[src/rtl/seg_addr_pkg.sv]
package seg_addr_pkg;
  localparam int unsigned SEG_W = 2;

  typedef enum logic [SEG_W-1:0] {
    SEG_CODE  = 2'b00,
    SEG_STACK = 2'b01,
    SEG_UDATA = 2'b10,
    SEG_LDATA = 2'b11
  } seg_e;
endpackage

[src/rtl/seg_addr_add.sv]
module seg_addr_add #(
  parameter int unsigned DATA_W = 16
) (
  input  logic [DATA_W-1:0] a_i,
  input  logic [DATA_W-1:0] b_i,
  output logic [DATA_W-1:0] sum_o
);
  // carry dropped: result width equals operand width
  assign sum_o = a_i + b_i;
endmodule

[src/rtl/seg_addr_sel.sv]
module seg_addr_sel
  import seg_addr_pkg::*;
#(
  parameter int unsigned IDX_W  = 4,
  parameter int unsigned PC_IDX = 14,
  parameter int unsigned SP_IDX = 13
) (
  input  logic [IDX_W-1:0] a_idx_i,
  input  logic [IDX_W-1:0] b_idx_i,
  input  logic             sum_msb_i,
  output seg_e             seg_o
);
  localparam logic [IDX_W-1:0] PC_V = IDX_W'(PC_IDX);
  localparam logic [IDX_W-1:0] SP_V = IDX_W'(SP_IDX);

  logic uses_pc, uses_sp;
  assign uses_pc = (a_idx_i == PC_V) || (b_idx_i == PC_V);
  assign uses_sp = (a_idx_i == SP_V) || (b_idx_i == SP_V);

  always_comb begin
    if (uses_pc)        seg_o = SEG_CODE;   // code beats stack
    else if (uses_sp)   seg_o = SEG_STACK;
    else if (sum_msb_i) seg_o = SEG_UDATA;
    else                seg_o = SEG_LDATA;
  end
endmodule

[src/rtl/seg_addr_compose.sv]
module seg_addr_compose
  import seg_addr_pkg::*;
#(
  parameter int unsigned DATA_W = 16,
  parameter int unsigned ADDR_W = 23
) (
  input  logic [DATA_W-1:0]        sum_i,
  input  seg_e                     seg_i,
  input  logic [ADDR_W-DATA_W-1:0] pc_hi_i,
  input  logic [ADDR_W-DATA_W-1:0] stk_hi_i,
  input  logic [DATA_W-1:0]        bank_i,
  output logic [ADDR_W-1:0]        addr_o
);
  localparam int unsigned OFF_W  = DATA_W - 1;
  localparam int unsigned BANK_W = ADDR_W - OFF_W;

  logic [BANK_W-1:0] bank_up, bank_lo;
  assign bank_up = bank_i[BANK_W-1:0];
  assign bank_lo = bank_i[DATA_W-1 -: BANK_W];

  always_comb begin
    unique case (seg_i)
      SEG_CODE:  addr_o = {pc_hi_i, sum_i};
      SEG_STACK: addr_o = {stk_hi_i, sum_i};
      SEG_UDATA: addr_o = {bank_up, sum_i[OFF_W-1:0]};
      default:   addr_o = {bank_lo, sum_i[OFF_W-1:0]};
    endcase
  end
endmodule

[src/rtl/seg_addr_gen.sv]
module seg_addr_gen
  import seg_addr_pkg::*;
#(
  parameter int unsigned DATA_W  = 16,
  parameter int unsigned ADDR_W  = 23,
  parameter int unsigned IDX_W   = 4,
  parameter int unsigned PC_IDX  = 14,
  parameter int unsigned SP_IDX  = 13,
  parameter bit          REG_OUT = 1'b1
) (
  input  logic                     clk_i,
  input  logic                     rst_ni,
  input  logic [IDX_W-1:0]         src_a_idx_i,
  input  logic [IDX_W-1:0]         src_b_idx_i,
  input  logic [DATA_W-1:0]        src_a_val_i,
  input  logic [DATA_W-1:0]        src_b_val_i,
  input  logic [ADDR_W-DATA_W-1:0] pc_hi_i,
  input  logic [DATA_W-1:0]        status_i,
  input  logic [DATA_W-1:0]        bank_i,
  output logic [ADDR_W-1:0]        addr_o,
  output logic [SEG_W-1:0]         seg_o
);
  localparam int unsigned HI_W   = ADDR_W - DATA_W;
  localparam int unsigned OFF_W  = DATA_W - 1;
  localparam int unsigned BANK_W = ADDR_W - OFF_W;
  localparam logic [IDX_W-1:0] PC_V = IDX_W'(PC_IDX);
  localparam logic [IDX_W-1:0] SP_V = IDX_W'(SP_IDX);

  logic [DATA_W-1:0] sum_w;
  logic [HI_W-1:0]   stk_hi_w;
  seg_e              seg_w;
  logic [ADDR_W-1:0] addr_w;

  assign stk_hi_w = status_i[DATA_W-2 -: HI_W];
  logic unused_status;
  assign unused_status = ^{status_i[DATA_W-1], status_i[DATA_W-HI_W-2:0]};

  seg_addr_add #(.DATA_W(DATA_W)) u_add (
    .a_i   (src_a_val_i),
    .b_i   (src_b_val_i),
    .sum_o (sum_w)
  );

  seg_addr_sel #(.IDX_W(IDX_W), .PC_IDX(PC_IDX), .SP_IDX(SP_IDX)) u_sel (
    .a_idx_i   (src_a_idx_i),
    .b_idx_i   (src_b_idx_i),
    .sum_msb_i (sum_w[DATA_W-1]),
    .seg_o     (seg_w)
  );

  seg_addr_compose #(.DATA_W(DATA_W), .ADDR_W(ADDR_W)) u_cmp (
    .sum_i    (sum_w),
    .seg_i    (seg_w),
    .pc_hi_i  (pc_hi_i),
    .stk_hi_i (stk_hi_w),
    .bank_i   (bank_i),
    .addr_o   (addr_w)
  );

  generate
    if (REG_OUT) begin : g_reg
      logic [ADDR_W-1:0] addr_q;
      seg_e              seg_q;
      logic              primed_q;

      always_ff @(posedge clk_i or negedge rst_ni) begin
        if (!rst_ni) begin
          addr_q   <= '0;
          seg_q    <= SEG_CODE;
          primed_q <= 1'b0;
        end else begin
          addr_q   <= addr_w;
          seg_q    <= seg_w;
          primed_q <= 1'b1;
        end
      end
      assign addr_o = addr_q;
      assign seg_o  = seg_q;

      p_reg_latency_r8: assert property (@(posedge clk_i) disable iff (!rst_ni)
        primed_q |-> (addr_o == $past(addr_w) && seg_o == $past(seg_w)));
    end else begin : g_comb
      assign addr_o = addr_w;
      assign seg_o  = seg_w;
    end
  endgenerate

  p_code_sel_r2: assert property (@(posedge clk_i) disable iff (!rst_ni)
    (src_a_idx_i == PC_V || src_b_idx_i == PC_V) |->
      (seg_w == SEG_CODE && addr_w[ADDR_W-1:DATA_W] == pc_hi_i));
  p_stack_sel_r3: assert property (@(posedge clk_i) disable iff (!rst_ni)
    (seg_w == SEG_STACK) |-> (addr_w[ADDR_W-1:DATA_W] == stk_hi_w
      && src_a_idx_i != PC_V && src_b_idx_i != PC_V));
  p_code_wins_r4: assert property (@(posedge clk_i) disable iff (!rst_ni)
    (src_a_idx_i == SP_V && src_b_idx_i == PC_V) |-> seg_w == SEG_CODE);
  p_data_offset_r5: assert property (@(posedge clk_i) disable iff (!rst_ni)
    (seg_w == SEG_UDATA || seg_w == SEG_LDATA) |->
      addr_w[OFF_W-1:0] == (src_a_val_i[OFF_W-1:0] + src_b_val_i[OFF_W-1:0]));
  p_upper_bank_r6: assert property (@(posedge clk_i) disable iff (!rst_ni)
    (seg_w == SEG_UDATA) |-> addr_w[ADDR_W-1:OFF_W] == bank_i[BANK_W-1:0]);
  p_lower_bank_r7: assert property (@(posedge clk_i) disable iff (!rst_ni)
    (seg_w == SEG_LDATA) |-> addr_w[ADDR_W-1:OFF_W] == bank_i[DATA_W-1 -: BANK_W]);
endmodule

[config.mk]
export PLATFORM = sky130hd
export DESIGN_NAME = seg_addr_gen
export DESIGN_NICKNAME = d
export VERILOG_FILES = /design/src/rtl/seg_addr_pkg.sv /design/src/rtl/seg_addr_add.sv /design/src/rtl/seg_addr_sel.sv /design/src/rtl/seg_addr_compose.sv /design/src/rtl/seg_addr_gen.sv
export SDC_FILE = /design/constraint.sdc
export NUM_CORES = 1
export LEC_CHECK = 0
export ABC_AREA = 1
export CORE_MARGIN = 1.5
export CORE_UTILIZATION = 37
export CTS_CLUSTER_SIZE = 28
export DETAILED_ROUTE_END_ITERATION = 8
export PLACE_DENSITY = 0.93
export SLEW_MARGIN = 10
export SYNTH_ARGS = -nofsm -noshare
export SYNTH_HDL_FRONTEND = slang
export SYNTH_SLANG_ARGS = --single-unit
[constraint.sdc]
create_clock -name clk_i -period 0.8 [get_ports clk_i]
set_input_delay 0.16 -clock clk_i [delete_from_list [all_inputs] [get_ports clk_i]]
set_output_delay 0.16 -clock clk_i [all_outputs]
set_load 0.03 [all_outputs]
==> results of run 1 <==
-- cell usage after synthesis (4+ instances only) --
| cell | number | area share (%) |
|---|---|---|
| nand2_1 | 45 | 10 |
| ha_1 | 15 | 11 |
| xnor2_1 | 7 | 3.6 |
| o21ai_0 | 5 | 1.5 |
| nor2_1 | 7 | 1.6 |
| inv_1 | 15 | 3.3 |
| a21oi_1 | 13 | 3.9 |
| nand2_2 | 4 | 1.5 |
| dfrtp_1 | 25 | 37 |
| xor2_1 | 7 | 3.6 |
| nand3_1 | 28 | 8.3 |
| nand4_1 | 7 | 2.6 |
-- worst max-delay path: cells and delay by family --
kind,cells,cell delay [ns]
adder cells (fa/ha/maj),1,0.25
AO/OA/AOI/OAI,1,0.23
AND/OR/NAND/NOR,9,0.87
buffers and inverters,1,0.10
-- sequential cells by signal, indices dropped and copies added (netlist names) --
| name | cells |
|---|---|
| addr_o | 23 |
| seg_o | 2 |
-- per-stage QoR --
stage          setup WS, ns  TNS [ns]  hold slack [ns]  utilization (%)  instances
2_1_floorplan        -0.605     -9.16           -0.136                -        196
3_3_place_gp          -1.14    -23.53            0.533             73.2        378
3_5_place_dp          -1.23    -24.94            0.542             73.2        378
4_1_cts              -0.505    -11.97           0.0998             84.8        404
5_1_grt              -0.691    -15.82           0.0930             92.5        412
6_report             -0.670    -15.07           0.0959             92.5        412
-- layer usage --
| layer | GRT usage, % | routed length (um) | up-vias |
|---|---|---|---|
| li1 | - | - | 1001 |
| met1 | 32.2 | 3460 | 1172 |
| met2 | 62.4 | 5060 | 163 |
| met3 | 6.64 | 781 | 55 |
| met4 | 15.0 | 505 | 0 |
| met5 | 0 | 0 | - |
-- cell type report --
type	count	area, um2	share of cell area, %
clock buffers	3	41.3	1.02
clock inverters	1	5.00	0.123
inverters	17	73.8	1.82
multi-input cells	154	1690	41.6
flip-flops and latches	25	626	15.4
well taps	52	65.1	1.60
repair buffers	160	1560	38.4
-- kinds of logic after synthesis --
| kind of cell | share of synthesized area, % |
|---|---|
| xor gates and xnor gates | 7.27 |
| AOI/OAI and AO/OA | 10.8 |
| DFF | 37.1 |
| adders and majority gates | 12.3 |
| and+or+nand+nor | 27.4 |
| buffers and inverters | 5.12 |
-- cells in the final DEF (no fill, tap or decap), types with 2 or more instances in the layout --
cell and instances:
xor2_1 6, nor2_2 3, a21oi_2 7, nand2_8 3
nand2_1 14, buf_12 4, nor2_4 4, buf_2 13
dfrtp_1 25, nand3_1 8, inv_2 5, nand2_4 14
buf_6 63, inv_4 2, xnor2_1 5, ha_4 15
buf_4 43, clkdlybuf4s50_1 33, clkbuf_2 2, nand3_4 4
o21ai_2 4, a21oi_4 6, a31oi_4 2, nand3_2 17
inv_1 9, xnor2_2 2, nand4_1 7, nand2_2 20
clkbuf_8 3
-- final timing paths --
check	startpoint	endpoint	slack [ns]
worst max-delay path	src_b_val_i[8]	addr_o[21]$_DFF_PN0_	-0.67
worst min-delay path	src_a_val_i[0]	addr_o[0]$_DFF_PN0_	0.1
max in group asynchronous	rst_ni	addr_o[2]$_DFF_PN0_	0.40
min in group asynchronous	rst_ni	addr_o[19]$_DFF_PN0_	0.23
-- power by group through the flow --
stage / combinational [W] / clock [W] / sequential [W]
after global routing: 0.00388 / 0.000864 / 0.00167
after detailed placement: 0.00261 / 0 / 0.00160
final: 0.00376 / 0.000838 / 0.00167
after global placement: 0.00255 / 0 / 0.00160
after CTS: 0.00319 / 0.000762 / 0.00163
after floorplan: 0.000851 / 0 / 0.00212
-- timing repair --
| item | CTS | global route |
|---|---|---|
| gates cloned | 2 | 0 |
| resized for setup | 251 | 72 |
| endpoints found under the setup margin | 49 | 48 |
| setup buffers | 22 | 10 |
| hold buffers | 0 | 0 |
| pin swaps | 71 | 51 |
==> flow_summary.toml, run 1 <==
[floorplanning]
die_w_um = 70.5
design.die.area_mm2 = 0.00497
start_util_pct = 38.5
core_area_mm2 = 0.00438
die_h_um = 70.5
io_pins = 106
fp-row-count = 24

[clock_tree]
numCtsBuffers = 3
root_buffer = "clkbuf_8"
clock-sinks = 25
tritoncts = "yes"
path_clk_slew_ns = 0.11
htree_levels = 1
cts.path.max_buffers = 2

[global_routing]
track_usage_pct = 32.1
grt_pass1_wl_mm = 12.4
antenna_found_initial = 0
grt_pass1_vias = 2461
grt_start_max_net_pins = 26
grt.overflow.total = 0

[routing]
vias = 2391
route.detailed.drc = 0
routed_via_density = 5.80
drt_iter0_markers = 186
postRouteAntennaNets = 0
post_drt_wl_per_cell_um = 23.8
drtPass1Iterations = 7
drt_wl_total_mm = 9.81

[finish]
drive_above_1_share_pct = 68.6
diodes = 0
layout.nets = 458
area_growth_pct = 140
fillers = 153
final_area_mm2 = 0.00405

[pwr]
seqPwrFrac_pct = 26.6
p_total_w = 0.00626
p_sw_share_pct = 41.3
p_int_w = 0.00368
p_switching_w = 0.00258
ir_worst_vdd_uv = 933
power_density_mw_per_mm2 = 1540
comb_power_share_pct = 60.0
p_leak_nw = 1.83
p_clk_share_pct = 13.4

[logic_synthesis]
syn_nets = 293
ys_types = 29
yosys_warnings = 0
ys.flop_type = "dfrtp_1"
synth_edf_count = 0
avgSynthCellArea_um2 = 8.61
ys_async_sr_fraction_pct = 100
yosysSeqAreaShare_pct = 37.1
synthCells = 196
synth-seq-cells = 25
netlist_area_mm2 = 0.00169

[sta]
hold_violations = 0
max_slew_margin_pct = 83.8
slew_violations = 0
setup_viol = 48
max_freq_mhz = 680
min_period_over_period_pct = 184
min_period_ns = 1.47
tightestPinTransition_ns = 0.242
grt_setup_unrepaired = "true"
worst_slack_ns = -0.670

[critical_path]
critPathCaptureType = "register"
cp-start-kind = "primary input"
cp.required_ns = 0.94
path_cells = "buf_6 -> ha_4 -> nand2_2 -> nand2_2 -> nand2_2 -> nand2_2 -> a21oi_4 -> nand2_4 -> nand2_4 -> nand2_8 -> nand3_4 -> nand4_1"
cp_common_cell = "nand2_2"
max_stage_delay_ns = 0.25
criticalPathCategory = "in -> reg"
worstPathArrival_ns = 1.61
crit_fanout = 5
crit_slowest_cell = "ha_4"

[place]
placed_cell_area_mm2 = 0.00321
port_buffers = 96
place_congestion = 0.883
dp_hpwl_mm = 4.36

[worst_hold_path]
hp-class = "in -> reg"
holdPathStages = 2

[outcome]
failed_checks = "negative setup slack"
status = "complete, but fails checks"

[flow_run]
maxCapViolations = 0
Note: power is estimated with default switching activity, not from simulation.
==> inputs of run 2 (changes only) <==
--- a/config.mk
+++ b/config.mk
@@ -11,6 +11,7 @@
 export CTS_CLUSTER_SIZE = 28
 export DETAILED_ROUTE_END_ITERATION = 8
 export PLACE_DENSITY = 0.93
+export REMOVE_ABC_BUFFERS = 1
 export SLEW_MARGIN = 10
 export SYNTH_ARGS = -nofsm -noshare
 export SYNTH_HDL_FRONTEND = slang
==> run 2 against run 1 <==
Against the previous run: the run still ends with negative setup slack left; worst hold slack worse by 0.0085 ns; sequential power hardly changed; critical path depth stayed put; via count is 6.3% lower; largest cell class unchanged.
==> flow_summary.toml, run 2 (synthesis results as in run 1) <==
[routing]
drtPass1Iterations = 4
drt_wl_total_mm = 8.73
wl_met1_mm = 3.21
vias = 2240
post_drt_wl_per_cell_um = 21.3
routed_via_density = 5.48
routed.top_layer = "met4"
routed-wl-met3_um = 538
wl_met2_mm = 4.64
route.detailed.drc = 0
postRouteAntennaNets = 0
drt_iter0_markers = 143

[critical_path]
criticalPathCategory = "in -> reg"
cp.required_ns = 0.96
crit_slowest_cell = "ha_4"
worstPathArrival_ns = 1.55
max_stage_delay_ns = 0.25
critPathCaptureType = "register"
cp_common_cell = "nand2_4"
cp-start-kind = "primary input"
crit_fanout = 5
path_cells = "buf_2 -> ha_4 -> nand2_4 -> inv_1 -> nand2_1 -> nand2_2 -> a21oi_4 -> nand2_4 -> nand2_4 -> nand2_4 -> nand3_2 -> nand4_1"

[finish]
area_growth_pct = 136
diodes = 0
drive_above_1_share_pct = 66.7
fillers = 174
multiInputGateArea_mm2 = 0.00169
seqCellArea_um2 = 626
layout_commonest_cell = "buf_6"
largest_reg_flops = 23
final_area_mm2 = 0.00397
layout.nets = 455
final_cell_mix = "53 x buf_6, 44 x buf_4, 33 x clkdlybuf4s50_1, 25 x dfrtp_1, 20 x nand2_2"
fin_util_pct = 90.6

[global_routing]
grt_start_max_net_pins = 26
grt.overflow.total = 0
track_usage_pct = 30.8
grt_pass1_vias = 2416
grt_pass1_wl_mm = 11.9
antenna_found_initial = 0

[sta]
max_slew_margin_pct = 77.3
grt_setup_unrepaired = "true"
fin_hold_ws_ns = 0.0873
min_period_ns = 1.40
worst_slack_ns = -0.597
min_period_over_period_pct = 175
max_freq_mhz = 716
hold_violations = 0
setup_viol = 47
slew_violations = 0
tightestPinTransition_ns = 0.340

[pwr]
power_density_mw_per_mm2 = 1560
p_total_w = 0.00622
ir_worst_vdd_uv = 889
p_leak_nw = 1.79

[worst_hold_path]
holdPathStages = 2
hp-class = "in -> reg"
holdPathEnd = "addr_o[0]$_DFF_PN0_"
min_from = "src_a_val_i[0]"

[floorplanning]
core_area_mm2 = 0.00438
die_h_um = 70.5
die_w_um = 70.5
start_util_pct = 38.5
design.die.area_mm2 = 0.00497
fp-row-count = 24
io_pins = 106

[clock_tree]
tritoncts = "yes"
clock-sinks = 25
numCtsBuffers = 3
htree_levels = 1
cts.path.max_buffers = 2
path_clk_slew_ns = 0.11
root_buffer = "clkbuf_8"

[outcome]
status = "complete, but fails checks"
failed_checks = "negative setup slack"

[place]
dp_slack_ns = -1.30
port_buffers = 96
place_congestion = 0.840
placed_cell_area_mm2 = 0.00297
dp_hpwl_mm = 4.41

[flow_run]
maxCapViolations = 0
run 2: repair_timing:
action | in CTS | in global routing
cloned | 1 | 0
pin swaps | 69 | 41
endpoints found under the setup margin | 49 | 48
hold buffers | 0 | 0
resized for setup | 281 | 52
setup buffers | 22 | 3
run 2: stage by stage:
stage | std cells | setup TNS (ns)
3_3_place_gp | 381 | -25.06
3_5_place_dp | 381 | -26.60
5_1_grt | 409 | -15.40
4_1_cts | 407 | -12.19
6_report | 409 | -14.09
2_1_floorplan | 195 | -12.03
run 2: worst max-delay path, delay by kind of cell:
kind            cells  cell delay (ns)
compound gates      1             0.23
simple gates        8             0.74
fa+ha+maj           1             0.25
buf+inv             2             0.16
run 2: worst max-delay path by stage:
stage               startpoint              endpoint  slack [ns]
4_1_cts         src_b_val_i[8]  addr_o[16]$_DFF_PN0_       -0.50
5_1_grt        src_b_val_i[14]  addr_o[16]$_DFF_PN0_       -0.64
6_report       src_b_val_i[13]  addr_o[16]$_DFF_PN0_       -0.60
3_5_place_dp    src_a_val_i[8]  addr_o[22]$_DFF_PN0_       -1.30
3_3_place_gp    src_a_val_i[0]  addr_o[10]$_DFF_PN0_       -1.21
2_1_floorplan   src_a_val_i[0]  addr_o[10]$_DFF_PN0_       -0.78
run 2: metal layers:
| metal | track usage, % | vias up |
|---|---|---|
| met4 | 11.1 | 0 |
| met2 | 60.6 | 131 |
| li1 | - | 992 |
| met1 | 32.4 | 1090 |
| met5 | 0 | - |
| met3 | 4.76 | 27 |
run 2: report_power, final:
part,total (W),switching (W),internal [W]
clock network,0.000879,0.000511,0.000368
registers,0.00165,0.000143,0.00151
logic,0.00369,0.00189,0.00180
total,0.00622,0.00254,0.00368
run 2: cell type report:
class                      count  area share (%)
clock buffer                   3            1.04
clock inverter                 1           0.220
inverter                      17            1.67
multi-input combinational    154            42.6
sequential                    25            15.7
tap                           52            1.64
timing repair buffer         157            37.1
